**src/rtl/swar_modarith_pkg.sv**
```systemverilog
package swar_modarith_pkg;

    // Field width: residue bits plus one guard bit.
    function automatic int fld_w(input int p);
        return $clog2(p) + 1;
    endfunction

    // Number of whole fields that fit into a word.
    function automatic int lane_cnt(input int w, input int p);
        return w / fld_w(p);
    endfunction

endpackage

```
**src/rtl/swar_field_masks.sv**
```systemverilog
module swar_field_masks
    import swar_modarith_pkg::*;
#(
    parameter int W = 32,
    parameter int P = 13
) (
    output logic [W-1:0] used_m,
    output logic [W-1:0] guard_m,
    output logic [W-1:0] pconst_m,
    output logic [W-1:0] cplus_m,
    output logic [W-1:0] even_m,
    output logic [W-1:0] odd_m,
    output logic [W:0]   ce_m,
    output logic [W:0]   co_m
);
    localparam int F = fld_w(P);
    localparam int K = lane_cnt(W, P);
    localparam logic [F-1:0] PL  = F'(P);
    localparam logic [F-1:0] CPL = F'((1 << F) - P);
    localparam logic [F-1:0] ONES = '1;

    always_comb begin
        used_m   = '0;
        guard_m  = '0;
        pconst_m = '0;
        cplus_m  = '0;
        even_m   = '0;
        odd_m    = '0;
        ce_m     = '0;
        co_m     = '0;
        for (int i = 0; i < K; i++) begin
            used_m[F*i +: F]   = ONES;
            guard_m[F*i + F-1] = 1'b1;
            pconst_m[F*i +: F] = PL;
            cplus_m[F*i +: F]  = CPL;
            if (i % 2 == 0) begin
                even_m[F*i +: F] = ONES;
                ce_m[F*(i+1)]    = 1'b1;
            end else begin
                odd_m[F*i +: F]  = ONES;
                co_m[F*(i+1)]    = 1'b1;
            end
        end
    end
endmodule

```
**src/rtl/swar_add_path.sv**
```systemverilog
module swar_add_path #(
    parameter int W = 32,
    parameter int F = 5
) (
    input  logic [W-1:0] a,
    input  logic [W-1:0] b,
    input  logic [W-1:0] pconst_m,
    input  logic [W-1:0] cplus_m,
    input  logic [W-1:0] even_m,
    input  logic [W-1:0] odd_m,
    input  logic [W:0]   ce_m,
    input  logic [W:0]   co_m,
    output logic [W-1:0] res
);
    logic [W-1:0] raw;
    logic [W:0]   y_even;
    logic [W:0]   y_odd;
    logic [W:0]   carry_w;
    logic [W-1:0] ge_lsb;
    logic [W-1:0] ge_fld;

    always_comb begin
        // Lane sums stay below 2^F, so the word-wide add never spills.
        raw = a + b;
        // Add (2^F - P) in alternate lanes; a carry out of a lane means sum >= P.
        // The neighbouring lane is zero in both operands and absorbs the carry.
        y_even  = {1'b0, raw & even_m} + {1'b0, cplus_m & even_m};
        y_odd   = {1'b0, raw & odd_m}  + {1'b0, cplus_m & odd_m};
        carry_w = (y_even & ce_m) | (y_odd & co_m);
        // Move each carry to its own lane's LSB and spread it over the field.
        ge_lsb  = W'(carry_w >> F);
        ge_fld  = (ge_lsb << F) - ge_lsb;
        res     = raw - (pconst_m & ge_fld);
    end
endmodule

```
**src/rtl/swar_sub_path.sv**
```systemverilog
module swar_sub_path #(
    parameter int W = 32,
    parameter int F = 5
) (
    input  logic [W-1:0] a,
    input  logic [W-1:0] b,
    input  logic [W-1:0] guard_m,
    input  logic [W-1:0] pconst_m,
    output logic [W-1:0] res
);
    logic [W-1:0] diff;
    logic [W-1:0] bor_lsb;
    logic [W-1:0] bor_fld;

    always_comb begin
        // Preset each guard bit; the borrow of a lane is taken from its guard.
        diff    = (a | guard_m) - b;
        bor_lsb = (~diff & guard_m) >> (F - 1);
        bor_fld = (bor_lsb << F) - bor_lsb;
        // Add P back only where a lane borrowed, then drop the guard bits.
        res     = (diff + (pconst_m & bor_fld)) & ~guard_m;
    end
endmodule

```
**src/rtl/swar_modarith.sv**
```systemverilog
module swar_modarith
    import swar_modarith_pkg::*;
#(
    parameter int W = 32,
    parameter int P = 13
) (
    input  logic         clk,
    input  logic         rst_n,
    input  logic         in_valid,
    input  logic         op_sub,
    input  logic [W-1:0] opnd_a,
    input  logic [W-1:0] opnd_b,
    output logic         out_valid,
    output logic [W-1:0] out_word
);
    localparam int F = fld_w(P);

    typedef struct packed {
        logic         vld;
        logic [W-1:0] word;
    } state_t;

    state_t state_d, state_q;

    logic [W-1:0] used_m, guard_m, pconst_m, cplus_m, even_m, odd_m;
    logic [W:0]   ce_m, co_m;
    logic [W-1:0] a_m, b_m, sum_r, dif_r;

    swar_field_masks #(.W(W), .P(P)) u_masks (
        .used_m   (used_m),
        .guard_m  (guard_m),
        .pconst_m (pconst_m),
        .cplus_m  (cplus_m),
        .even_m   (even_m),
        .odd_m    (odd_m),
        .ce_m     (ce_m),
        .co_m     (co_m)
    );

    assign a_m = opnd_a & used_m;
    assign b_m = opnd_b & used_m;

    swar_add_path #(.W(W), .F(F)) u_add (
        .a        (a_m),
        .b        (b_m),
        .pconst_m (pconst_m),
        .cplus_m  (cplus_m),
        .even_m   (even_m),
        .odd_m    (odd_m),
        .ce_m     (ce_m),
        .co_m     (co_m),
        .res      (sum_r)
    );

    swar_sub_path #(.W(W), .F(F)) u_sub (
        .a        (a_m),
        .b        (b_m),
        .guard_m  (guard_m),
        .pconst_m (pconst_m),
        .res      (dif_r)
    );

    always_comb begin
        state_d     = state_q;
        state_d.vld = in_valid;
        if (in_valid) begin
            state_d.word = (op_sub ? dif_r : sum_r) & used_m;
        end
    end

    always_ff @(posedge clk or negedge rst_n) begin
        if (!rst_n) begin
            state_q <= '0;
        end else begin
            state_q <= state_d;
        end
    end

    assign out_valid = state_q.vld;
    assign out_word  = state_q.word;
endmodule

```
**config.mk**
```make
export PLATFORM = sky130hd
export DESIGN_NAME = swar_modarith
export DESIGN_NICKNAME = d
export VERILOG_FILES = /design/src/rtl/swar_modarith_pkg.sv /design/src/rtl/swar_field_masks.sv /design/src/rtl/swar_add_path.sv /design/src/rtl/swar_sub_path.sv /design/src/rtl/swar_modarith.sv
export SDC_FILE = /design/constraint.sdc
export NUM_CORES = 1
export LEC_CHECK = 0
export BUFFER_PORTS_ARGS = -buffer_cell sky130_fd_sc_hd__buf_2
export CAP_MARGIN = 0
export CORE_MARGIN = 3
export CORE_UTILIZATION = 45
export DETAILED_ROUTE_END_ITERATION = 12
export MAX_ROUTING_LAYER = met4
export PLACE_DENSITY = 0.58
export SLEW_MARGIN = 20
export SYNTH_ARGS = -nofsm -noshare
export SYNTH_HDL_FRONTEND = slang
export SYNTH_HIERARCHICAL = 1
export SYNTH_SLANG_ARGS = --single-unit
```
**constraint.sdc**
```tcl
create_clock -name clk -period 1.5 [get_ports clk]
set_input_delay 0.15 -clock clk [delete_from_list [all_inputs] [get_ports clk]]
set_output_delay 0.15 -clock clk [all_outputs]
set_load 0.005 [all_outputs]
```
After elaboration in Yosys (flattened, before gate mapping)
Cells that the tools add are included.

Flip-flop bits (word level): 31.

Add/sub/neg operators: 8. Muxes and demuxes: 1. Bitwise gates (word level): 2.

Operators by type and width (number): adder 30 x 30 -> 31 bit (second input constant) (1); OR 26 x 31 -> 31 bit (1); adder 30 bit (1); 2-to-1 mux 30 bit (1); inverter 30 bit (1); subtractor 30 x 29 -> 30 bit (1); subtractor 30 bit (1); adder 29 bit (1); subtractor 29 x 26 -> 29 bit (1); subtractor 26 x 26 -> 27 bit (1); adder 25 x 25 -> 26 bit (second input constant) (1).

Logic depth before layout (Yosys ltp)
Word-level depth: 6. Gate-level depth with buffers: 52.

Modules after synthesis
The synthesis kept the hierarchy.

Modules (own cells, without submodules): swar_add_path (times used 1, cells an instance 1202, area an instance 8495.6 sq um); swar_sub_path (times used 1, cells an instance 827, area an instance 5552.8 sq um); swar_modarith (times used 1, cells an instance 236, area an instance 2093.3 sq um); swar_field_masks (times used 1, cells an instance 260, area an instance 1944.4 sq um).

Worst setup path after synthesis
OpenSTA, ideal clock, no wires.

Path kind: input -> register. Start point: in opnd_a[0]. End point: reg state_q, in the netlist out_word[28]. Library setup time: 0.128 ns. Data arrival time: 7.038 ns. Required time: 1.372 ns. Setup slack: -5.666 ns. Cell stages on the path: 41. Buffers on the path: 1. Cell sequence: and2_1 ha_1 fa_1 a21o_1 a21oi_1 o21bai_1 a21oi_1 o21bai_1 a31oi_1 o21a_1 o21bai_1 a21oi_1 xnor2_1 and2_1 ha_1 a21oi_1 nor3b_1 o21ai_0 [5 not listed] inv_1 ha_1 clkbuf_1 a21o_1 a21o_1 a21oi_1 o41ai_1 xor2_1 nand2_1 ha_1 or3_1 o31a_1 a31o_2 a21o_1 a21oi_1 xnor2_1 mux2i_1 o22ai_1.

Word-level cells in the longest chain between the ends: 6. Elaborated cells between the ends (all ways): 11. Those cells by class: add/sub: 8; mux: 1; bitwise: 2.

RTL lines: from (decl) (RTL line swar_modarith.sv:11) `input logic [W-1:0] opnd_a,`; adder 30 bit * (RTL line swar_add_path.sv:24) `raw = a + b;`; adder 30 x 30 -> 31 bit / adder 25 x 25 -> 26 bit (equally long branches) (RTL line swar_add_path.sv:28, swar_add_path.sv:27); OR 26 x 31 -> 31 bit (RTL line swar_add_path.sv:29) `carry_w = (y_even & ce_m) | (y_odd & co_m);`; subtractor 29 x 26 -> 29 bit (RTL line swar_add_path.sv:32) `ge_fld = (ge_lsb << F) - ge_lsb;`; subtractor 30 x 29 -> 30 bit * (RTL line swar_add_path.sv:33) `res = raw - (pconst_m & ge_fld);`; via sum_r[28] (RTL line swar_modarith.sv:27) `logic [W-1:0] a_m, b_m, sum_r, dif_r;`; 2-to-1 mux 30 bit * (RTL line swar_modarith.sv:67) `state_d.word = (op_sub ? dif_r : sum_r) & used_m;`; to (signal assigned) (RTL line swar_modarith.sv:75) `state_q <= state_d;`; to (decl) (RTL line swar_modarith.sv:23) `state_t state_d, state_q;`.

Mark *: on every way through the listed nets, which the timed path passes. The rest lies on a longest branch. A chain may end at the register's enable or synchronous reset.

Worst setup path in the final report
Start point: in opnd_b[0]. End point: reg state_q, in the netlist out_word[27].

Word-level cells in the longest chain between the ends: 6. Elaborated cells between the ends (all ways): 11. Those cells by class: add/sub: 8; mux: 1; bitwise: 2.

RTL lines: from (decl) (RTL line swar_modarith.sv:12) `input logic [W-1:0] opnd_b,`; adder 30 bit * (RTL line swar_add_path.sv:24); adder 30 x 30 -> 31 bit / adder 25 x 25 -> 26 bit (equally long branches) (RTL line swar_add_path.sv:28, swar_add_path.sv:27); OR 26 x 31 -> 31 bit (RTL line swar_add_path.sv:29); subtractor 29 x 26 -> 29 bit (RTL line swar_add_path.sv:32); subtractor 30 x 29 -> 30 bit * (RTL line swar_add_path.sv:33); via sum_r[27] (RTL line swar_modarith.sv:27); 2-to-1 mux 30 bit * (RTL line swar_modarith.sv:67).

Marks and branches as above.

==> metrics <==
met1 usage=42.17%; Syn Area/Cell=7.161 um^2; Starting Density=46.07%; Register Area=825.8 um^2; WL/cell=16.46 um; largest net degree at the start of global routing=66; Switching Share=47.27%; Power Total=31.01 mW; first-pass GRT wire length=95.78 mm; Core Region=39100 um^2; Final Critical Period=6.814 ns; GRT busiest layer=met2; P_int=16.35 mW; full die area=42460 um^2; row cnt=72; worst-case vdd ir drop=0.4563 mV; H-tree level count=2; gpl congestion=0.9862; CTS buffer count=5; NumNets Final=3516; synthesized area=18010 um^2; CP max-delay cell=a311o_1; Ys Warns=6; Global Route Usage Sum=29.03%; IO buf count=100; CP Capture Type=register; met3 usage=1.638%; GR Overflow Total=0; status=complete, but fails checks; pre-CTS WS=-5.859 ns; Final setup viols=30; Remaining DRCs=0; initial antenna violation count=0; Pins Over Slew Limit=0; Detailed Route Iter0 Violations=1510; critical path launch point type=input pin; Synth-to-Final Area Change=36.45%; CP Data Required Time=1.68 ns; max incr delay on CP=0.36 ns; R2R Path Start=out_word[26]; DR pass1 iterations=6; Bufs on Longest Clock Path=2; Slew HR=38.89%; Clk pwr share=3.6%; Worst Path Arrival=6.99 ns; Mapped Cells=2515; Comb pwr share=91.7%; GR Util met2=45.18%; Clock Pin Slew Worst Setup and Hold Paths=0.06 ns; Via density=5.239; antenna-violating nets left=0; clk sinks=33; power per standard cell area=1262 nW/um^2; Top cell by count, worst path=buf_4; hold slack final=0.2450 ns; Switching Power=14.66 mW; Fillers=3511; footprint of the multi-input gates=16900 um^2; period utilization=454.3%; final cell count without fillers=3742; Worst-Skew Late Latency=0.30 ns; final setup skew=0 ns; io pins=101; Crit Path Max Fanout=3; placed instance area=22790 um^2; setup TNS=-127.81 ns; unrepaired setup endpoints after global routing=yes; CTS tree=done; chip width=206.1 um; number of global-route vias before repair=18740; Die H=206.1 um; sequential share of power=4.7%; crit path launch=opnd_b[0]; hold path startpoint=in_valid; violated checks=setup timing; Post-DP HPWL=51.92 mm; Final WS setup=-5.314 ns; Placed Cells=3659; fmax=0.1468 GHz; Pleak=12.61 nW; Detailed Route WL=61.58 mm; fin util=62.86%; Hold Path Class=input pin to register; post-route cell area=24580 um^2; worst slew pin tran=0.8912 ns; Final Hold Viols=0; MaxCap Viol Count=0; layout cells sized above 1=32.11%; clock tree root driver cell=clkbuf_16; worst setup path category=input pin to register; via count=19610
==> sequential cells by signal, indices dropped and copies added, names as in the netlist <==
signal / count
out_valid: 1
out_word: 32
==> power by group through the flow <==
| stage | clock network (mW) | registers [mW] | logic, mW |
|---|---|---|---|
| finish | 1.11 | 1.46 | 28.4 |
| global route | 1.16 | 1.50 | 30.8 |
| CTS | 1.14 | 1.46 | 26.2 |
| detailed placement | 0 | 1.47 | 24.2 |
| global placement | 0 | 1.46 | 23.9 |
| floorplan | 0 | 1.47 | 15.4 |
==> worst max-delay path, delay by kind of cell <==
family	cells	cell delay [ns]
buf+inv	7	0.94
fa+ha+maj	5	1.05
compound gates	15	2.65
xor+xnor	4	0.54
mux	1	0.16
simple gates	10	1.49
==> routing by layer <==
layer	part of all wire, %	vias up
met5	0	-
met4	1.5	0
met3	5.3	49
met2	44	505
met1	50	9207
li1	-	9845
==> layout make-up <==
cell class / count / area share (%)
multi-input combinational: 2281 / 68.76
timing repair buffer: 741 / 22.21
sequential: 33 / 3.360
tap: 518 / 2.637
inverter: 160 / 2.464
clock buffer: 8 / 0.5549
antenna: 1 / 0.01018
==> cell usage in the layout (no fill, tap or decap), types with 18 or more instances in the layout <==
cell and instances:
a21oi_2 36, a31oi_1 22, nand4_1 24, xnor2_1 114, buf_2 99, buf_4 615
nand3_1 46, ha_1 189, buf_6 21, a22o_1 21, o21ai_0 61, ha_4 28
nor3_1 37, nand2b_1 34, inv_1 151, nor2b_1 41, o21a_1 28, xnor2_2 18
xor2_1 57, and2_1 212, o22ai_1 44, a21o_1 105, nor2_1 136, nand2_1 173
o21ai_1 20, o21bai_1 28, a21oi_1 141, or2_2 36, dfrtp_1 33, mux2i_1 36
conb_1 248
==> path summary, 6_finish.rpt <==
kind	end	slack [ns]	cells past startpoint
max	out_word[27]	-5.31	42
min	out_valid	0.25	2
max reg2reg	out_word[26]	0.82	2
min reg2reg	out_word[16]	0.53	2
max in group asynchronous	out_word[9]	0.65	3
min in group asynchronous	out_word[31]	0.35	2
==> repair_timing <==
action,4_1_cts,5_1_grt
endpoints found under the hold margin,12,0
setup buffers,68,38
hold buffers,1,0
cloned,0,0
gates resized for setup,129,101
setup endpoints to repair,30,30
pin swaps,111,104
No activity file was read; power rests on OpenSTA's default activity.
